<file path="src/rtl/trig_irq_pkg.sv">
package trig_irq_pkg;

    localparam int INT_SRC  = 16;
    localparam int MAX_EXT  = 16;
    localparam int REG_W    = 32;
    localparam int BUS_AW   = 8;

    localparam logic [BUS_AW-1:0] OFS_MODE   = 8'h0C;
    localparam logic [BUS_AW-1:0] OFS_STATUS = 8'h30;
    localparam logic [BUS_AW-1:0] OFS_PEND   = 8'h34;
    localparam logic [BUS_AW-1:0] OFS_EN     = 8'h38;
    localparam logic [BUS_AW-1:0] OFS_ACK    = 8'h3C;

    typedef enum logic [2:0] {
        SEL_NONE,
        SEL_MODE,
        SEL_STATUS,
        SEL_PEND,
        SEL_EN,
        SEL_ACK
    } reg_sel_e;

    typedef struct packed {
        logic             ack_we;
        logic             en_we;
        logic [REG_W-1:0] data;
    } reg_cmd_t;

    // Word-only decode: any misaligned address selects nothing.
    function automatic reg_sel_e decode_addr(input logic [BUS_AW-1:0] a);
        reg_sel_e s;
        s = SEL_NONE;
        if (a[1:0] == 2'b00) begin
            unique case (a)
                OFS_MODE:   s = SEL_MODE;
                OFS_STATUS: s = SEL_STATUS;
                OFS_PEND:   s = SEL_PEND;
                OFS_EN:     s = SEL_EN;
                OFS_ACK:    s = SEL_ACK;
                default:    s = SEL_NONE;
            endcase
        end
        return s;
    endfunction

endpackage

</file>
<file path="src/rtl/trig_src_detect.sv">
module trig_src_detect #(
    parameter int               NSRC      = 20,
    parameter logic [NSRC-1:0]  EDGE_MASK = '1,
    parameter logic [NSRC-1:0]  POS_MASK  = '1
) (
    input  logic            clk,
    input  logic            rst,
    input  logic [NSRC-1:0] raw_in,
    output logic [NSRC-1:0] event_o
);

    logic [NSRC-1:0] norm;
    logic [NSRC-1:0] prev_q;

    for (genvar i = 0; i < NSRC; i++) begin : g_src
        // Polarity normalisation
        if (POS_MASK[i]) begin : g_hi
            assign norm[i] = raw_in[i];
        end else begin : g_lo
            assign norm[i] = ~raw_in[i];
        end

        // Trigger style
        if (EDGE_MASK[i]) begin : g_edge
            assign event_o[i] = norm[i] & ~prev_q[i];
        end else begin : g_level
            assign event_o[i] = norm[i];
        end
    end

    always_ff @(posedge clk) begin
        if (rst) prev_q <= '0;
        else     prev_q <= norm;
    end

endmodule

</file>
<file path="src/rtl/trig_status_bank.sv">
module trig_status_bank
    import trig_irq_pkg::*;
#(
    parameter int NSRC = 20
) (
    input  logic            clk,
    input  logic            rst,
    input  logic [NSRC-1:0] event_i,
    input  reg_cmd_t        cmd,
    output logic [NSRC-1:0] status_o,
    output logic [NSRC-1:0] enable_o,
    output logic [NSRC-1:0] pending_o
);

    logic [NSRC-1:0] status_q;
    logic [NSRC-1:0] enable_q;
    logic [NSRC-1:0] clr_mask;

    assign clr_mask = cmd.ack_we ? cmd.data[NSRC-1:0] : '0;

    always_ff @(posedge clk) begin
        if (rst) begin
            status_q <= '0;
            enable_q <= '0;
        end else begin
            if (cmd.en_we) enable_q <= cmd.data[NSRC-1:0];
            // New events are ORed after the clear so they win over it,
            // and asserted level lines re-arm in the same update.
            status_q <= (status_q & ~clr_mask) | event_i;
        end
    end

    assign status_o  = status_q;
    assign enable_o  = enable_q;
    assign pending_o = status_q & enable_q;

endmodule

</file>
<file path="src/rtl/trig_regif.sv">
module trig_regif
    import trig_irq_pkg::*;
#(
    parameter int NSRC = 20
) (
    input  logic [BUS_AW-1:0] bus_addr,
    input  logic              bus_we,
    input  logic [REG_W-1:0]  bus_wdata,
    input  logic [NSRC-1:0]   status_i,
    input  logic [NSRC-1:0]   pending_i,
    input  logic [NSRC-1:0]   enable_i,
    output reg_cmd_t          cmd,
    output logic [REG_W-1:0]  bus_rdata
);

    reg_sel_e sel;

    assign sel = decode_addr(bus_addr);

    always_comb begin
        cmd.ack_we = bus_we && (sel == SEL_ACK);
        cmd.en_we  = bus_we && (sel == SEL_EN);
        cmd.data   = bus_wdata;
    end

    always_comb begin
        unique case (sel)
            SEL_STATUS: bus_rdata = REG_W'(status_i);
            SEL_PEND:   bus_rdata = REG_W'(pending_i);
            SEL_EN:     bus_rdata = REG_W'(enable_i);
            default:    bus_rdata = '0;
        endcase
    end

endmodule

</file>
<file path="src/rtl/trig_irq_ctrl.sv">
module trig_irq_ctrl
    import trig_irq_pkg::*;
#(
    parameter int          EXT_COUNT    = 4,
    parameter logic [15:0] EXT_EDGE_CFG = 16'h0005,
    parameter logic [15:0] EXT_POS_CFG  = 16'h0003
) (
    input  logic                         clk,
    input  logic                         rst,
    input  logic [BUS_AW-1:0]            bus_addr,
    input  logic                         bus_we,
    input  logic [REG_W-1:0]             bus_wdata,
    output logic [REG_W-1:0]             bus_rdata,
    input  logic [INT_SRC+EXT_COUNT-1:0] src_in,
    output logic                         irq_out
);

    localparam int NUM_SRC = INT_SRC + EXT_COUNT;
    localparam logic [NUM_SRC-1:0] EDGE_ALL = NUM_SRC'({EXT_EDGE_CFG, 16'hFFFF});
    localparam logic [NUM_SRC-1:0] POS_ALL  = NUM_SRC'({EXT_POS_CFG, 16'hFFFF});

    initial begin
        if (EXT_COUNT < 1 || EXT_COUNT > MAX_EXT)
            $error("EXT_COUNT out of range");
    end

    logic [NUM_SRC-1:0] events;
    logic [NUM_SRC-1:0] status_q;
    logic [NUM_SRC-1:0] enable_q;
    logic [NUM_SRC-1:0] pending;
    reg_cmd_t           cmd;

    trig_src_detect #(
        .NSRC      (NUM_SRC),
        .EDGE_MASK (EDGE_ALL),
        .POS_MASK  (POS_ALL)
    ) u_detect (
        .clk     (clk),
        .rst     (rst),
        .raw_in  (src_in),
        .event_o (events)
    );

    trig_status_bank #(.NSRC(NUM_SRC)) u_bank (
        .clk       (clk),
        .rst       (rst),
        .event_i   (events),
        .cmd       (cmd),
        .status_o  (status_q),
        .enable_o  (enable_q),
        .pending_o (pending)
    );

    trig_regif #(.NSRC(NUM_SRC)) u_regif (
        .bus_addr  (bus_addr),
        .bus_we    (bus_we),
        .bus_wdata (bus_wdata),
        .status_i  (status_q),
        .pending_i (pending),
        .enable_i  (enable_q),
        .cmd       (cmd),
        .bus_rdata (bus_rdata)
    );

    assign irq_out = |pending;

endmodule

</file>
<file path="config.mk">
export PLATFORM = sky130hd
export DESIGN_NAME = trig_irq_ctrl
export DESIGN_NICKNAME = d
export VERILOG_FILES = /design/src/rtl/trig_irq_pkg.sv /design/src/rtl/trig_src_detect.sv /design/src/rtl/trig_status_bank.sv /design/src/rtl/trig_regif.sv /design/src/rtl/trig_irq_ctrl.sv
export SDC_FILE = /design/constraint.sdc
export NUM_CORES = 1
export LEC_CHECK = 0
export ABC_AREA = 0
export ABC_CLOCK_PERIOD_IN_PS = 1390
export BUFFER_PORTS_ARGS = -buffer_cell sky130_fd_sc_hd__buf_2
export CORE_MARGIN = 5
export CORE_UTILIZATION = 50
export CTS_BUF_LIST = sky130_fd_sc_hd__clkbuf_16
export DETAILED_ROUTE_END_ITERATION = 8
export HOLD_SLACK_MARGIN = 0.02
export PLACE_DENSITY = 0.78
export RECOVER_POWER = 50
export SYNTH_ARGS = -nofsm -noshare
export SYNTH_HDL_FRONTEND = slang
export SYNTH_SLANG_ARGS = --single-unit
export TNS_END_PERCENT = 20
</file>
<file path="constraint.sdc">
create_clock -name clk -period 1.39 [get_ports clk]
set_clock_uncertainty 0.1 [all_clocks]
set_input_delay 0 -clock clk [delete_from_list [all_inputs] [get_ports clk]]
set_output_delay 0 -clock clk [all_outputs]
set_load 0.005 [all_outputs]
</file>
==> summary.md, run 1 <==
| Metric | Value |
|---|---|
| Largest net degree at the start of global routing | 34 |
| DRC viols | 0 |
| Area growth, synth to finish | 41.8% |
| Post-DRT Antenna Nets | 0 |
| PortBufs | 71 |
| RSZ-0062 raised after global routing | true |
| Vias per cell | roughly 5.4 |
| Hold Path Stages | 3 |
| PnR Total Power | ~4 mW |
| Fin crit share | 115% |
| First-pass GRT wire length | 13600 um |
| IO Pins | 96 |
| Failing checks | setup timing |
| EDFF count, synth | 0 |
| Setup TNS | -0.467 ns |
| Max Slew Vio Count | 0 |
| Yosys cell types | 25 |
| Grt ovf | 0 |
| Fmax | 625 MHz |
| Main synth FF type | dfxtp_1 |
| Root buf cell | clkbuf_16 |
| Initial Util | around half |
| Initial antenna violation count | 0 |
| Share of cells above drive strength 1 | between 20% and 30% |
| Max-Cap Viols | 0 |
| CP max FO | 3 |
| Die X | roughly 84 um |
| Post-route minimum period | 1.60 ns |
| Sequential share of the synthesized area | 42.5% |
| Die area | ~0.007 mm2 |
| Cell area after synthesis | 0.00273 mm2 |
| DR WL/cell | 15.5 um |
| CTS tree | built |
| Hold/Removal Path Class | in2reg |
| Vias in the first global route | slightly below 3k |
| HPWL Detailed | between 5000 and 6000 um |
| Initial DRC count | approximately 200 |
| Clock buffer count from CTS | 9 |
| Final setup vio count | 4 |
| Site Rows | 27 |
| Post-Place Cell Area | 0.00317 mm2 |
| Finished Cell Area | roughly 0.0039 mm2 |
| Setup Crit Path Kind | reg2out |
| Critical path arrival | roughly 1.5 ns |
| WL final | about 8100 um |
| FF-to-FF setup slack | 0.11 ns |
| Status | finished with violations |
| Fin. Hold Viols | 0 |
| Crit end category | primary output |
| Die Height | around 84 um |
| DR pass1 iterations | 5 |
| Lkg Pwr | 1.72 nW |
| H-tree Lvls | 3 |
| Clock transition at path regs | approximately 0.050 ns |
| Core box area | ~0.0054 mm2 |
| Routability congestion estimate | between 0.7 and 0.8 |
| Clock Latency Late Sink | roughly 0.32 ns |
| Least-Margin Pin Slew | 0.700 ns |
| GRT Resource Usage Total | 23.8% |
| Fin nets | between 500 and 600 |
| VDD IR max | between 0.0008 and 0.0009 V |
| CP Launch Type | register |
| CP required | ~1.3 ns |
| Slew Limit Headroom | a little over half |
| Finished Core Util | slightly above 70% |
| Reg2Reg Depth | 3 |
| Commonest non-fill, non-tap cell in the layout | buf_2 |
| #FFs+latches synth | 58 |
| Fin Hold WS | about 0.031 ns |
| Commonest cells after routing, fill and taps aside | buf_2 (61), dfxtp_1 (47), dlygate4sd3_1 (44) |
| Syn_area_per_cell | 8.28 um2 |
| Antenna cells | 0 |
| Setup WS post-layout | -0.210 ns |
| Clock buffer depth | 2 |
| Vias | around 2.8k |
| Fraction of registers with async set/reset | 0% |
| Gate Count Post-Synth | 330 |
| YS warnings | 0 |
| Clock sink count | slightly below 60 |
| Power density cells | roughly 1000 mW/mm2 |
per-layer routing:
metal	track usage (%)	up-vias	share of wire, %
met5	0	-	0
met4	10.4	0	2.5
met3	5.63	22	7.4
met2	42.3	137	52
met1	26.9	1317	38
li1	-	1358	-
cells by family (layout without fill, tap and decap cells):
group           count (synthesis)  after routing  share of synthesized area [%]
buf+inv                        37            146                           7.46
mux                            20             20                           7.33
compound gates                 90             90                           18.0
simple gates                  124            124                           24.5
flops                          58             58                           42.5
other cells                     1             12                          0.137
final cells by class:
type | instances | area, um2
inverter | 1 | 3.75
clock buffer | 9 | 225
multi-input combinational | 246 | 1430
clock inverter | 4 | 15.0
sequential | 58 | 1170
fill | 408 | 1530
timing repair buffer | 132 | 933
tap | 72 | 90.1
sequential cells by signal (all words and copies together) (netlist names):
register / count
u_bank.enable_o: 20
u_bank.status_o: 20
u_detect.prev_q: 18
worst paths after layout:
kind | endpoint | start
worst max-delay path | irq_out | u_bank.enable_o[5]$_SDFFE_PP0P_
worst min-delay path | u_detect.prev_q[18]$_SDFF_PP0_ | rst
worst max register to register | u_bank.status_o[19]$_SDFF_PP0_ | u_bank.status_o[19]$_SDFF_PP0_
worst min register to register | u_bank.status_o[10]$_SDFF_PP0_ | u_detect.prev_q[10]$_SDFF_PP0_
power by group:
part / internal (mW) / leakage, nW / switching [mW]
Clock: 1.14 / 0.125 / 0.656
Combinational: 0.242 / 1.11 / 0.217
Sequential: 1.75 / 0.481 / 0.0551
worst max-delay path, cell delays in order, from the launching register on:
cell,delay (ns)
dfxtp_2,0.32
a22o_1,0.23
a221oi_2,0.18
and3_1,0.20
nand4_1,0.11
buf_2,0.15
synth_stat cells, types with 2 or more instances:
library cell | count | area share [%]
dfxtp_1 | 58 | 42
nor2_1 | 24 | 3.3
a22o_1 | 4 | 1.3
a21oi_1 | 39 | 7.1
nand4_1 | 22 | 5.0
buf_4 | 12 | 3.3
a22oi_1 | 2 | 0.55
buf_6 | 2 | 0.82
mux2i_1 | 20 | 7.3
o21ai_0 | 39 | 7.1
a221oi_1 | 4 | 1.3
clkbuf_1 | 17 | 2.3
buf_2 | 3 | 0.55
nand2_1 | 21 | 2.9
nand2b_1 | 17 | 3.9
nor2b_1 | 37 | 8.5
through the flow:
step	cells	worst slack (ns)
floorplan	341	0.321
global placement	463	0.0847
detailed placement	463	0.0885
CTS	521	-0.199
global route	522	-0.282
finish	522	-0.210
what timing repair did:
action                                 4_1_cts  5_1_grt
buffers inserted                             1        1
endpoints found under the hold margin       58        7
pin swaps                                    2        2
hold buffers                                44        1
gates resized for setup                      5       13
setup endpoints to repair                    1       14
Power figures use the tool's default switching activity.
==> run 2, diff against run 1 <==
Settings changed: CELL_PAD_IN_SITES_DETAIL_PLACEMENT from default to 0, CELL_PAD_IN_SITES_GLOBAL_PLACEMENT from default to 2, CORE_UTILIZATION 50 to 28.
==> run 2 against run 1 <==
- core utilization decreased by 31 points
- largest power group is now the clock network
- die area increased by 68%
- count of clock-buffer cells in the layout unchanged
- design area increased by 2.2%
- combinational power increased by 0.9%
- global-route usage decreased by 8.9 points
- the flow still finishes with violations (setup timing)
- sequential share of layout area decreased by 0.72 points
- final cell count increased by 12%
- clock power increased by 4%
- non-clock buffer count decreased by 3
- wire length increased by 4.2%
==> summary.md, run 2 (synthesis gave the netlist of run 1 again) <==
| Metric | Value |
|---|---|
| Grt ovf | 0 |
| Max-Cap Viols | 0 |
| VDD IR max | roughly 0.00053 V |
| Fill cells | approximately 1.0k |
| Fin nets | slightly above 500 |
| Sequential cell area | 0.00117 mm2 |
| Lkg Pwr | between 1.5 and 2 nW |
| Area growth, synth to finish | 45.0% |
| CP Launch Type | register |
| Least-Margin Pin Slew | between 0.7 and 0.8 ns |
| Reg2Reg Depth | 3 |
| Antenna cells | 0 |
| Die Height | approximately 110 um |
| Fin. Hold Viols | 0 |
| Fin crit share | 119% |
| Commonest cells after routing, fill and taps aside | buf_2 (59), dfxtp_1 (49), dlygate4sd3_1 (41) |
| Status | finished with violations |
| Crit end category | primary output |
| Setup Crit Path Kind | reg2out |
| WL final | between 8000 and 9000 um |
| Hold/Removal Path Class | in2reg |
| Routability congestion estimate | between 0.7 and 0.8 |
| Fin Hold WS | a little under 0.03 ns |
| Clock buffer count from CTS | 9 |
| Failing checks | setup timing |
| Die X | approximately 110 um |
| Core box area | about 0.0096 mm2 |
| Share of cells above drive strength 1 | between 20% and 30% |
| Vias per cell | between 4 and 5 |
| First-pass GRT wire length | ~14000 um |
| Setup WS post-layout | -0.265 ns |
| Power density cells | between 1000 and 1500 mW/mm2 |
| Final setup vio count | 2 |
| Finished Cell Area | around 0.0040 mm2 |
| Critical path arrival | about 1.6 ns |
| Hold EP | u_bank.enable_o[7]$_SDFFE_PP0P_ |
| Worst Hold Launch | rst |
| Initial DRC count | between 100 and 150 |
| GRT Resource Usage Total | between 10 and 15% |
| IO Pins | 96 |
| Root buf cell | clkbuf_16 |
| Clock sink count | 58 |
| Vias | between 2k and 3k |
| Clock transition at path regs | approximately 0.05 ns |
| RSZ-0062 raised after global routing | true |
| Die area | roughly 0.012 mm2 |
| Site Rows | 36 |
| Post-Place Cells | around 530 |
| DR WL/cell | between 10 and 15 um |
| Reg-to-reg critical path endpoint | u_bank.status_o[17]$_SDFF_PP0_ |
| Fmax | about 600 MHz |
| Vias in the first global route | between 2k and 3k |
| CP required | around 1.3 ns |
| Post-route minimum period | ~1.7 ns |
| Hold Path Stages | 3 |
| Reg2Reg Launch Point | u_bank.status_o[17]$_SDFF_PP0_ |
| FF-to-FF setup slack | around 0.13 ns |
| PortBufs | slightly above 70 |
| CP max FO | 2 |
| DR pass1 iterations | 4 |
| Largest net degree at the start of global routing | 59 |
| Initial antenna violation count | 0 |
| PnR Total Power | 4.14 mW |
| Placement Setup Slack | -0.0273 ns |
| Commonest non-fill, non-tap cell in the layout | buf_2 |
| Setup TNS | -0.301 ns |
| Initial Util | between 20% and 30% |
| H-tree Lvls | 3 |
| Max Slew Vio Count | 0 |
| Worst Setup SP | u_bank.enable_o[3]$_SDFFE_PP0P_ |
| HPWL Detailed | 5730 um |
| Final Non-Filler Cells | around 600 |
| Slew Limit Headroom | between 40% and 50% |
| DRC viols | 0 |
| Area occupied by multi-input gates | 0.00144 mm2 |
| Clock buffer depth | 2 |
| Post-Place Cell Area | 0.00328 mm2 |
| Post-DRT Antenna Nets | 0 |
| Clock Latency Late Sink | between 0.3 and 0.4 ns |
| CTS tree | built |
| Finished Core Util | 41.1% |
-- run 2: metal layers --
layer | up-vias | GRT usage [%] | share of wire, %
met5 | - | 0 | 0
met4 | 0 | 6.04 | 1.5
met3 | 11 | 3.49 | 5.0
met2 | 73 | 25.2 | 50
met1 | 1274 | 18.2 | 44
li1 | 1350 | - | -
-- run 2: how the worst max path moves through the flow --
| stage | endpoint | slack [ns] | cells after the start |
|---|---|---|---|
| 4_1_cts | irq_out | -0.27 | 5 |
| 3_5_place_dp | irq_out | -0.03 | 5 |
| 5_1_grt | irq_out | -0.37 | 5 |
| 2_1_floorplan | irq_out | 0.32 | 4 |
| 3_3_place_gp | irq_out | 0.002 | 5 |
| 6_report | irq_out | -0.26 | 5 |
-- run 2: what timing repair did --
action                                  4_1_cts  5_1_grt
endpoints found under the setup margin        3       17
pin swaps                                     0        4
buffers inserted                              0        1
hold buffers                                 41        0
hold endpoints to repair                     58        0
resized for setup                             4       16
-- run 2: power by group --
group	internal [mW]	total [mW]	switching, mW
Combinational	0.248	0.464	0.216
Clock	1.16	1.88	0.716
Sequential	1.74	1.79	0.0479
Total	3.16	4.14	0.980
-- run 2: final cells by class --
cell class / instances / share of cell area (%)
clock buffers: 9 / 5.68
clock inverters: 7 / 0.758
inverters: 1 / 0.0947
multi-input cells: 246 / 36.3
flip-flops and latches: 58 / 29.6
well taps: 133 / 4.20
repair buffers: 129 / 23.4
-- run 2: worst max-delay path: stages (launching register included) --
cell and delay, ns:
dfxtp_2 0.31, a22o_1 0.23, a221oi_2 0.22, and3_1 0.20
nand4_1 0.12, buf_2 0.16
==> run 3, diff against run 2 <==
Settings changed: CELL_PAD_IN_SITES_DETAIL_PLACEMENT 0 to 1, CELL_PAD_IN_SITES_GLOBAL_PLACEMENT 2 to 1, CORE_UTILIZATION 28 to 36.
==> run 3 against run 2 <==
- the flow still finishes with violations (setup timing)
- first-iteration DRC count up 11%
- sequential power hardly changed
- power is 0.93% higher
- combinational power up 3%
- highest routed layer unchanged
- critical path depth is the same
- critical endpoint unchanged
- hold slack improved by 0.094 ns
- final cell count fell by 5.7%
- critical path type unchanged
- count of clock-buffer cells in the layout stayed put
- clock power barely moved
- via count rose by 6.9%
- design area fell by 0.73%
- fmax down 3.1%
==> summary.md, run 3 (synthesis gave the netlist of run 1 again) <==
| Metric | Value |
|---|---|
| Post-Place Cell Area | ~0.0032 mm2 |
| CP max FO | 2 |
| Initial DRC count | roughly 130 |
| Lkg Pwr | around 1.7 nW |
| Cell Chain, Critical Path | a22o_1 -> a221oi_2 -> and3_1 -> nand4_1 -> buf_2 |
| PortBufs | 71 |
| Die Height | 97.1 um |
| Die area | 0.00943 mm2 |
| DR WL/cell | 18.1 um |
| Largest net degree at the start of global routing | 25 |
| Grt ovf | 0 |
| Clock buffer depth | 2 |
| Crit-path max cell delay | roughly 0.32 ns |
| Setup Crit Path Kind | reg2out |
| Setup WS post-layout | -0.317 ns |
| Initial antenna violation count | 0 |
| Setup TNS | -0.317 ns |
| Routability congestion estimate | between 0.8 and 0.9 |
| Max-Cap Viols | 0 |
| Vias in the first global route | between 3k and 4k |
| Worst Setup SP | u_bank.status_o[3]$_SDFF_PP0_ |
| H-tree Lvls | 3 |
| GRT Resource Usage Total | 20.8% |
| DR pass1 iterations | 4 |
| Failing checks | setup timing |
| Crit end category | primary output |
| Root buf cell | clkbuf_16 |
| RSZ-0062 raised after global routing | true |
| Fin Hold WS | 0.123 ns |
| Finished Core Util | a little over half |
| Fill cells | around 880 |
| First-pass GRT wire length | 15900 um |
| Initial Util | 37.3% |
| CP Launch Type | register |
| Hold/Removal Path Class | in2reg |
| HPWL Detailed | between 6000 and 7000 um |
| Commonest cells after routing, fill and taps aside | buf_2 (70), dfxtp_1 (44), dlygate4sd3_1 (41) |
| Critical path arrival | ~1.6 ns |
| Finished Cell Area | 0.00393 mm2 |
| Area growth, synth to finish | 44.0% |
| Site Rows | 31 |
| CP max-delay cell | dfxtp_2 |
| Status | finished with violations |
| Share of cells above drive strength 1 | between 20 and 30% |
| Int Pwr | around 3.2 mW |
| Clock buffer count from CTS | 9 |
| Antenna cells | 0 |
| Final setup vio count | 1 |
| Crit path max-delay family | compound AO/OA/AOI/OAI gates |
| Fin crit share | 123% |
| Die X | roughly 100 um |
| Vias | between 2k and 3k |
| Fmax | around 590 MHz |
| Max Slew Vio Count | 0 |
| Commonest non-fill, non-tap cell in the layout | buf_2 |
| Reg power frac | between 40% and 50% |
| Worst Hold Launch | bus_we |
| CTS tree | built |
| P_sw | between 1 and 1.5 mW |
| Post-DRT Antenna Nets | 0 |
| Core box area | about 0.0073 mm2 |
| Fin. Hold Viols | 0 |
| Fin nets | between 500 and 600 |
| CP required | around 1.3 ns |
| Clock Latency Late Sink | ~0.32 ns |
| Clock sink count | 58 |
| Clock transition at path regs | around 0.050 ns |
| Reg2Reg Launch Point | u_bank.status_o[7]$_SDFF_PP0_ |
| Power density cells | ~1100 mW/mm2 |
| WL final | 9930 um |
| PnR Total Power | approximately 4.2 mW |
| Buf/Inv on CP | 1 |
| Clock Power Share | between 40% and 50% |
| VDD IR max | roughly 0.00074 V |
| DRC viols | 0 |
| Comb power frac | between 10% and 20% |
| Post-route minimum period | about 1.7 ns |
| Vias per cell | around 5.3 |
| Switch share | between 20 and 25% |
| IO Pins | 96 |
[run 3: cell count changes in the layout (fill, tap and decap cells not counted), moves of 3 or more]
cell / change
clkbuf_1: -11
dfxtp_2: +5
nor2b_2: +3
nor2b_1: -4
buf_2: +11
clkinv_1: +4
dfxtp_1: -5
[run 3: layout make-up]
| type | count | area, um2 | area share, % |
|---|---|---|---|
| multi-input cells | 246 | 1450 | 36.9 |
| flip-flops and latches | 58 | 1180 | 30.0 |
| repair buffers | 130 | 925 | 23.5 |
| clock buffers | 9 | 225 | 5.73 |
| well taps | 99 | 124 | 3.15 |
| clock inverters | 7 | 27.5 | 0.700 |
| inverters | 1 | 3.75 | 0.0954 |
[run 3: power groups by stage]
stage	Clock [mW]	Sequential, mW	Combinational [mW]
final	1.89	1.80	0.480
after floorplan	0	1.80	0.217
after CTS	1.92	1.79	0.470
after global routing	2.00	1.81	0.529
after global placement	0	1.82	0.365
after detailed placement	0	1.82	0.374
[run 3: timing repair]
item / CTS / global route
pin swaps: 2 / 2
gates cloned: 0 / 0
endpoints found under the hold margin: 58 / 0
setup buffers: 1 / 0
hold buffers: 41 / 0
endpoints found under the setup margin: 3 / 15
resized for setup: 5 / 25
[run 3: per-layer routing]
| layer | part of all wire, % | routed length (um) | up-vias | global-route usage (%) |
|---|---|---|---|---|
| met2 | 52 | 5120 | 86 | 37.0 |
| met1 | 41 | 4060 | 1428 | 24.8 |
| met4 | 2.8 | 280 | 0 | 8.75 |
| met3 | 4.7 | 468 | 25 | 3.30 |
| li1 | - | - | 1357 | - |
| met5 | 0 | 0 | - | 0 |
[run 3: worst register-to-register path, stage by stage (launching register included)]
cell and delay (ns):
dfxtp_2 0.36, buf_6 0.12, o21ai_0 0.10, a21oi_1 0.17
[run 3: final timing paths]
kind / end / depth (start not counted) / slack, ns
worst max-delay path: irq_out / 5 / -0.32
worst min-delay path: u_bank.status_o[17]$_SDFF_PP0_ / 4 / 0.12
worst max register to register: u_bank.status_o[7]$_SDFF_PP0_ / 3 / 0.47
worst min register to register: u_bank.status_o[9]$_SDFF_PP0_ / 2 / 0.38
[run 3: stage by stage]
step,cells,setup slack [ns]
final,550,-0.317
after global routing,550,-0.373
after CTS,550,-0.269
after detailed placement,492,-0.0208
after global placement,492,0.0318
after floorplan,341,0.321
